--- config.mk ---
export PLATFORM = sky130hd
export DESIGN_NAME = avsw_i2c_ctrl
export DESIGN_NICKNAME = d
export VERILOG_FILES = /design/src/rtl/avsw_i2c_ctrl.sv
export SDC_FILE = /design/constraint.sdc
export NUM_CORES = 1
export LEC_CHECK = 0
export BUFFER_PORTS_ARGS = -buffer_cell sky130_fd_sc_hd__buf_2
export CAP_MARGIN = 20
export CORE_ASPECT_RATIO = 0.8
export CORE_MARGIN = 2
export CORE_UTILIZATION = 55
export CTS_CLUSTER_SIZE = 10
export DETAILED_ROUTE_END_ITERATION = 8
export GPL_TIMING_DRIVEN = 0
export PLACE_DENSITY = 0.84
export SLEW_MARGIN = 5
export SYNTH_ARGS = -nofsm -noshare
export SYNTH_HDL_FRONTEND = slang
export SYNTH_SLANG_ARGS = --single-unit
--- constraint.sdc ---
create_clock -name clk -period 3.2 [get_ports clk]
set_clock_uncertainty 0.1 [all_clocks]
set_input_delay 0.16 -clock clk [delete_from_list [all_inputs] [get_ports clk]]
set_output_delay 0.16 -clock clk [all_outputs]
set_load 0.02 [all_outputs]
--- src/rtl/avsw_i2c_ctrl.sv ---
module avsw_i2c_ctrl #(
  parameter logic [5:0] ADDR_HI = 6'b100100
) (
  input  logic       clk,
  input  logic       rst_n,
  input  logic       scl_i,
  input  logic       sda_i,
  output logic       sda_drive_low,
  input  logic       addr_sel,
  input  logic [3:0] det_grounded,
  input  logic [7:0] aspect_lvl,
  output logic [5:0] o1_vsrc,
  output logic       o1_vmute,
  output logic       o1_ysep,
  output logic [5:0] o1_asrc,
  output logic       o1_amute,
  output logic       o1_atten,
  output logic [5:0] o2_src,
  output logic       o2_mute,
  output logic       o2_ysep,
  output logic [2:0] dc_lvl
);
  typedef enum logic [2:0] {S_IDLE, S_RX, S_ACKW, S_ACKD, S_TX, S_TACK} st_t;

  logic [1:0] scl_ff, sda_ff;
  logic       scl_s, sda_s, scl_q, sda_q;
  st_t        st;
  logic [7:0] sh;
  logic [3:0] bits;
  logic [1:0] idx;
  logic       rw, mack;
  logic [7:0] d1_t, ctl1;
  logic [5:0] d2_t, ctl2;
  logic [1:0] asp [4];

  assign scl_s = scl_ff[1];
  assign sda_s = sda_ff[1];

  wire scl_rise = scl_s & ~scl_q;
  wire scl_fall = ~scl_s & scl_q;
  wire start_c  = scl_s & scl_q & sda_q & ~sda_s;
  wire stop_c   = scl_s & scl_q & ~sda_q & sda_s;
  wire [7:0] rx_byte = {sh[6:0], sda_s};

  for (genvar g = 0; g < 4; g++) begin : g_asp
    assign asp[g] = det_grounded[g] ? aspect_lvl[2*g +: 2] : 2'b11;
  end

  wire [7:0] stat1 = {det_grounded[0], det_grounded[1], det_grounded[2], det_grounded[3], asp[0], asp[1]};
  wire [7:0] stat2 = {det_grounded[0], det_grounded[1], det_grounded[2], det_grounded[3], asp[2], asp[3]};

  always_ff @(posedge clk or negedge rst_n) begin
    if (!rst_n) begin
      scl_ff <= 2'b11; sda_ff <= 2'b11; scl_q <= 1'b1; sda_q <= 1'b1;
      st <= S_IDLE; sh <= '0; bits <= '0; idx <= '0; rw <= 1'b0; mack <= 1'b0;
      d1_t <= '0; d2_t <= '0; ctl1 <= '0; ctl2 <= '0; sda_drive_low <= 1'b0;
    end else begin
      scl_ff <= {scl_ff[0], scl_i};
      sda_ff <= {sda_ff[0], sda_i};
      scl_q  <= scl_s;
      sda_q  <= sda_s;
      if (start_c) begin
        st <= S_RX; idx <= '0; bits <= '0; sda_drive_low <= 1'b0;
      end else if (stop_c) begin
        st <= S_IDLE; sda_drive_low <= 1'b0;
      end else begin
        case (st)
          S_RX: if (scl_rise) begin
            sh   <= rx_byte;
            bits <= bits + 4'd1;
            if (bits == 4'd7) begin
              bits <= '0;
              if (idx == 2'd0) begin
                if (rx_byte[7:1] == {ADDR_HI, addr_sel}) begin
                  rw <= rx_byte[0];
                  st <= S_ACKW;
                end else st <= S_IDLE;
              end else if (idx == 2'd1) begin
                d1_t <= rx_byte; st <= S_ACKW;
              end else if (idx == 2'd2) begin
                d2_t <= rx_byte[6:1]; st <= S_ACKW;
              end else st <= S_IDLE;
            end
          end
          S_ACKW: if (scl_fall) begin
            sda_drive_low <= 1'b1; st <= S_ACKD;
          end
          S_ACKD: if (scl_fall) begin
            if (idx == 2'd0 && rw) begin
              sh <= {stat1[6:0], 1'b0}; sda_drive_low <= ~stat1[7];
              bits <= '0; idx <= 2'd1; st <= S_TX;
            end else begin
              sda_drive_low <= 1'b0;
              if (idx == 2'd2) begin
                ctl1 <= d1_t; ctl2 <= d2_t;
              end
              idx <= idx + 2'd1; st <= S_RX;
            end
          end
          S_TX: begin
            if (scl_rise) bits <= bits + 4'd1;
            if (scl_fall) begin
              if (bits == 4'd8) begin
                sda_drive_low <= 1'b0; st <= S_TACK;
              end else begin
                sda_drive_low <= ~sh[7]; sh <= {sh[6:0], 1'b0};
              end
            end
          end
          S_TACK: begin
            if (scl_rise) mack <= ~sda_s;
            if (scl_fall) begin
              if (mack && idx == 2'd1) begin
                sh <= {stat2[6:0], 1'b0}; sda_drive_low <= ~stat2[7];
                bits <= '0; idx <= 2'd2; st <= S_TX;
              end else st <= S_IDLE;
            end
          end
          default: ;
        endcase
      end
    end
  end

  wire [2:0] v1c = ctl1[5:3];
  wire [2:0] a1c = ctl1[2:0];
  wire [2:0] c2  = ctl2[4:2];

  assign o1_vmute = (v1c == 3'd0) || (v1c == 3'd7);
  assign o1_amute = (a1c == 3'd0) || (a1c == 3'd7);
  assign o2_mute  = (c2 == 3'd0) || (c2 == 3'd7);
  assign o1_vsrc  = o1_vmute ? 6'd0 : 6'd1 << (v1c - 3'd1);
  assign o1_asrc  = o1_amute ? 6'd0 : 6'd1 << (a1c - 3'd1);
  assign o2_src   = o2_mute  ? 6'd0 : 6'd1 << (c2 - 3'd1);
  assign o1_ysep  = ctl1[6] && v1c >= 3'd2 && v1c <= 3'd5;
  assign o2_ysep  = ctl2[5] && c2 >= 3'd2 && c2 <= 3'd5;
  assign o1_atten = ctl1[7];
  assign dc_lvl   = (ctl2[1:0] == 2'd1) ? 3'b001 :
                    (ctl2[1:0] == 2'd2) ? 3'b010 : 3'b100;
endmodule

==> results.cfg <==
[outcome]
status = complete, no violations

[finish]
multi_input_area_sq_um = 1710
diodes = 0
nets = 382
area_delta_synth_final_pct = 14.5
mostFrequentLayoutCells = buf_2 (48), dfrtp_1 (48), mux2_2 (35), nand2_1 (23), inv_1 (15)
fillers = 431
drive_above_1_share = 0.322
regArea_sq_um = 1360

[yosys]
yosysTopAreaCell = dfrtp_1
synth_top_area_frac = 0.376
ys.flop_type = dfrtp_1
netlist_area_sq_um = 3190
synth-seq-cells = 54
syn-num-nets = 327
synthCells = 298
synth_edf_count = 0
synth_area_leaders = dfrtp_1 (38%), mux2_2 (12%), dfstp_2 (4.9%), ha_1 (4.7%), nand2_1 (2.7%)
syn_avg_cell_area_sq_um = 10.7
yosysUniqueCellTypes = 61
synth_warnings = 0
ys_async_sr_fraction = 1.00
ys_seq_area_frac = 0.426

[routing]
routed_wl_um = 6950
drc = 0
wl_per_cell_um = 16.1
vias_per_cell = 5.80
dr.first_iter.drc_count = 343
ant_nets = 0
vias = 2504
drtPass1Iterations = 5

[timing]
finalSetupTns_ns = 0
min_period_over_period = 0.803
max_freq_mhz = 389
finalSetupViolCount = 0
relSlewSlack = 0.604
slew_viol_final = 0
hold_viol = 0
worst_slew_pin_slew_ns = 0.591
rsz0062_at_grt = no
min_period_ns = 2.57
whs_ns = 0.142

[setup_path]
required_ns = 3.33
crit_chain = buf_4 -> inv_1 -> ha_1 -> clkbuf_1 -> a21boi_1 -> o221ai_2 -> or4_4 -> o221ai_2
reg2reg_slack_ns = 0.63
cp_max_fo = 10
r2r_end = bits[3]
crit_buf_inv = 3
crit_type = reg2reg
worst_setup_path_start_kind = register
reg2reg_depth = 8
cp_slowest_stage_delay_ns = 0.55
crit_slowest_cell = or4_4
arrival_ns = 2.70
cp_top_family = buffers and inverters
end_kind = register
r2r_start = st[1]
crit_top_cell = o221ai_2

[clock_network]
cts_sinks = 54
root_buffer = clkbuf_8
numCtsBuffers = 5
cts.clk_slew.worst_paths_ns = 0.10
clock_latency_ns = 0.31
cts_tree = built
cts_max_path_buffers = 2
htreeDepth = 2
post_cts_buffers = 0

[grt]
grt_util_all_layers = 0.232
grt_pass1_vias = 2418
grt_max_degree = 37
grt_overflow = 0
antenna_found_initial = 0
grt_pass1_wl_um = 11600

[die]
dieArea_sq_um = 6430
num_rows = 24
boundaryPins = 45
die_w_um = 89.2
start_util = 0.577
coreArea_sq_um = 5530
die_y_um = 72.1

[worst_hold_path]
hp-start = det_grounded[1]
hold_end = sh[7]
min_path_cells = 3
hp-class = in2reg

[power]
power_leakage_uw = 0.00177
vdd_drop_max_mv = 0.459
power_density_nw_per_um2 = 482

[place]
port_buffers = 44
hpwl_um = 5270
gp_congestion = 0.918

[flow_run]
max_cap_viol_count = 0
## through the flow
stage | utilization | total power, uW | setup WS [ns] | cells | instance area, sq um
after floorplan | - | 1200 | 0.974 | 298 | 3190
after global placement | 0.635 | 1330 | 0.744 | 420 | 3510
after detailed placement | 0.639 | 1360 | 0.684 | 421 | 3530
after CTS | 0.661 | 1760 | 0.633 | 432 | 3650
after global routing | 0.661 | 1880 | 0.493 | 432 | 3650
final | 0.661 | 1760 | 0.631 | 432 | 3650
## cells by family (layout without fill, tap and decap cells)
| family | after synthesis | count (layout) | share of synthesized area |
|---|---|---|---|
| multiplexers | 40 | 40 | 0.140 |
| AO/OA/AOI/OAI | 53 | 53 | 0.125 |
| XOR/XNOR | 5 | 5 | 0.0137 |
| flip-flops | 54 | 54 | 0.426 |
| buffers and inverters | 27 | 83 | 0.0380 |
| AND/OR/NAND/NOR | 107 | 107 | 0.211 |
| adder cells (fa/ha/maj) | 12 | 12 | 0.0471 |
## power breakdown
| group | internal (uW) | switching, uW |
|---|---|---|
| Clock | 159 | 241 |
| Sequential | 775 | 120 |
| Combinational | 224 | 240 |
## synthesized netlist by cell type, types with 5 or more instances
cell type and instances:
a21oi_1 13, nand3_1 12, ha_1 12, nor2_1 11
inv_1 15, dfrtp_1 48, o21ai_0 5, nand2b_1 6
clkbuf_1 5, mux2_2 35, dfstp_2 6, nand4b_1 5
nor3b_1 7, nand2_1 23, nor2b_1 5, and3b_1 7
## worst min-delay path, stage by stage
cell and delay [ns]:
buf_2 0.10, a22o_1 0.13, mux2_2 0.14
## routing by layer
metal / global-route usage / wire length, um / share of wire
met3: 0.0489 / 446 / 0.064
met5: 0 / 0 / 0
met4: 0.0680 / 77 / 0.011
met1: 0.346 / 3220 / 0.46
met2: 0.344 / 3200 / 0.46
## worst max-delay path by stage
| stage | from | to | slack [ns] | depth (start not counted) |
|---|---|---|---|---|
| finish | st[1] | bits[3] | 0.63 | 8 |
| global route | st[1] | bits[3] | 0.49 | 8 |
| CTS | st[1] | bits[3] | 0.63 | 8 |
| detailed placement | st[1] | bits[3] | 0.68 | 8 |
| global placement | st[1] | bits[3] | 0.74 | 8 |
| floorplan | st[1] | bits[3] | 0.97 | 8 |
## state kept, by name, summed over array words and instances, names as in the netlist
name           cells
sda_drive_low      1
bits               4
mack               1
sda_q              1
d2_t               6
d1_t               8
scl_ff             2
sda_ff             2
idx                2
sh                 8
rw                 1
scl_q              1
st                 3
ctl2               6
ctl1               8
## cell type report
cell class                      instances  area share
Multi-Input combinational cell        217       0.468
Sequential cell                        54       0.372
Timing Repair Buffer                   48      0.0740
Tap cell                               78      0.0267
Clock buffer                            5      0.0188
Buffer                                 12      0.0178
Inverter                               15      0.0154
Clock inverter                          3     0.00685
## timing repair
action | CTS | global route
setup endpoints to repair | 0 | 0
hold buffers | 3 | 0
hold endpoints to repair | 14 | 0
resized for setup | 0 | 0
Power figures use the tool's default switching activity.
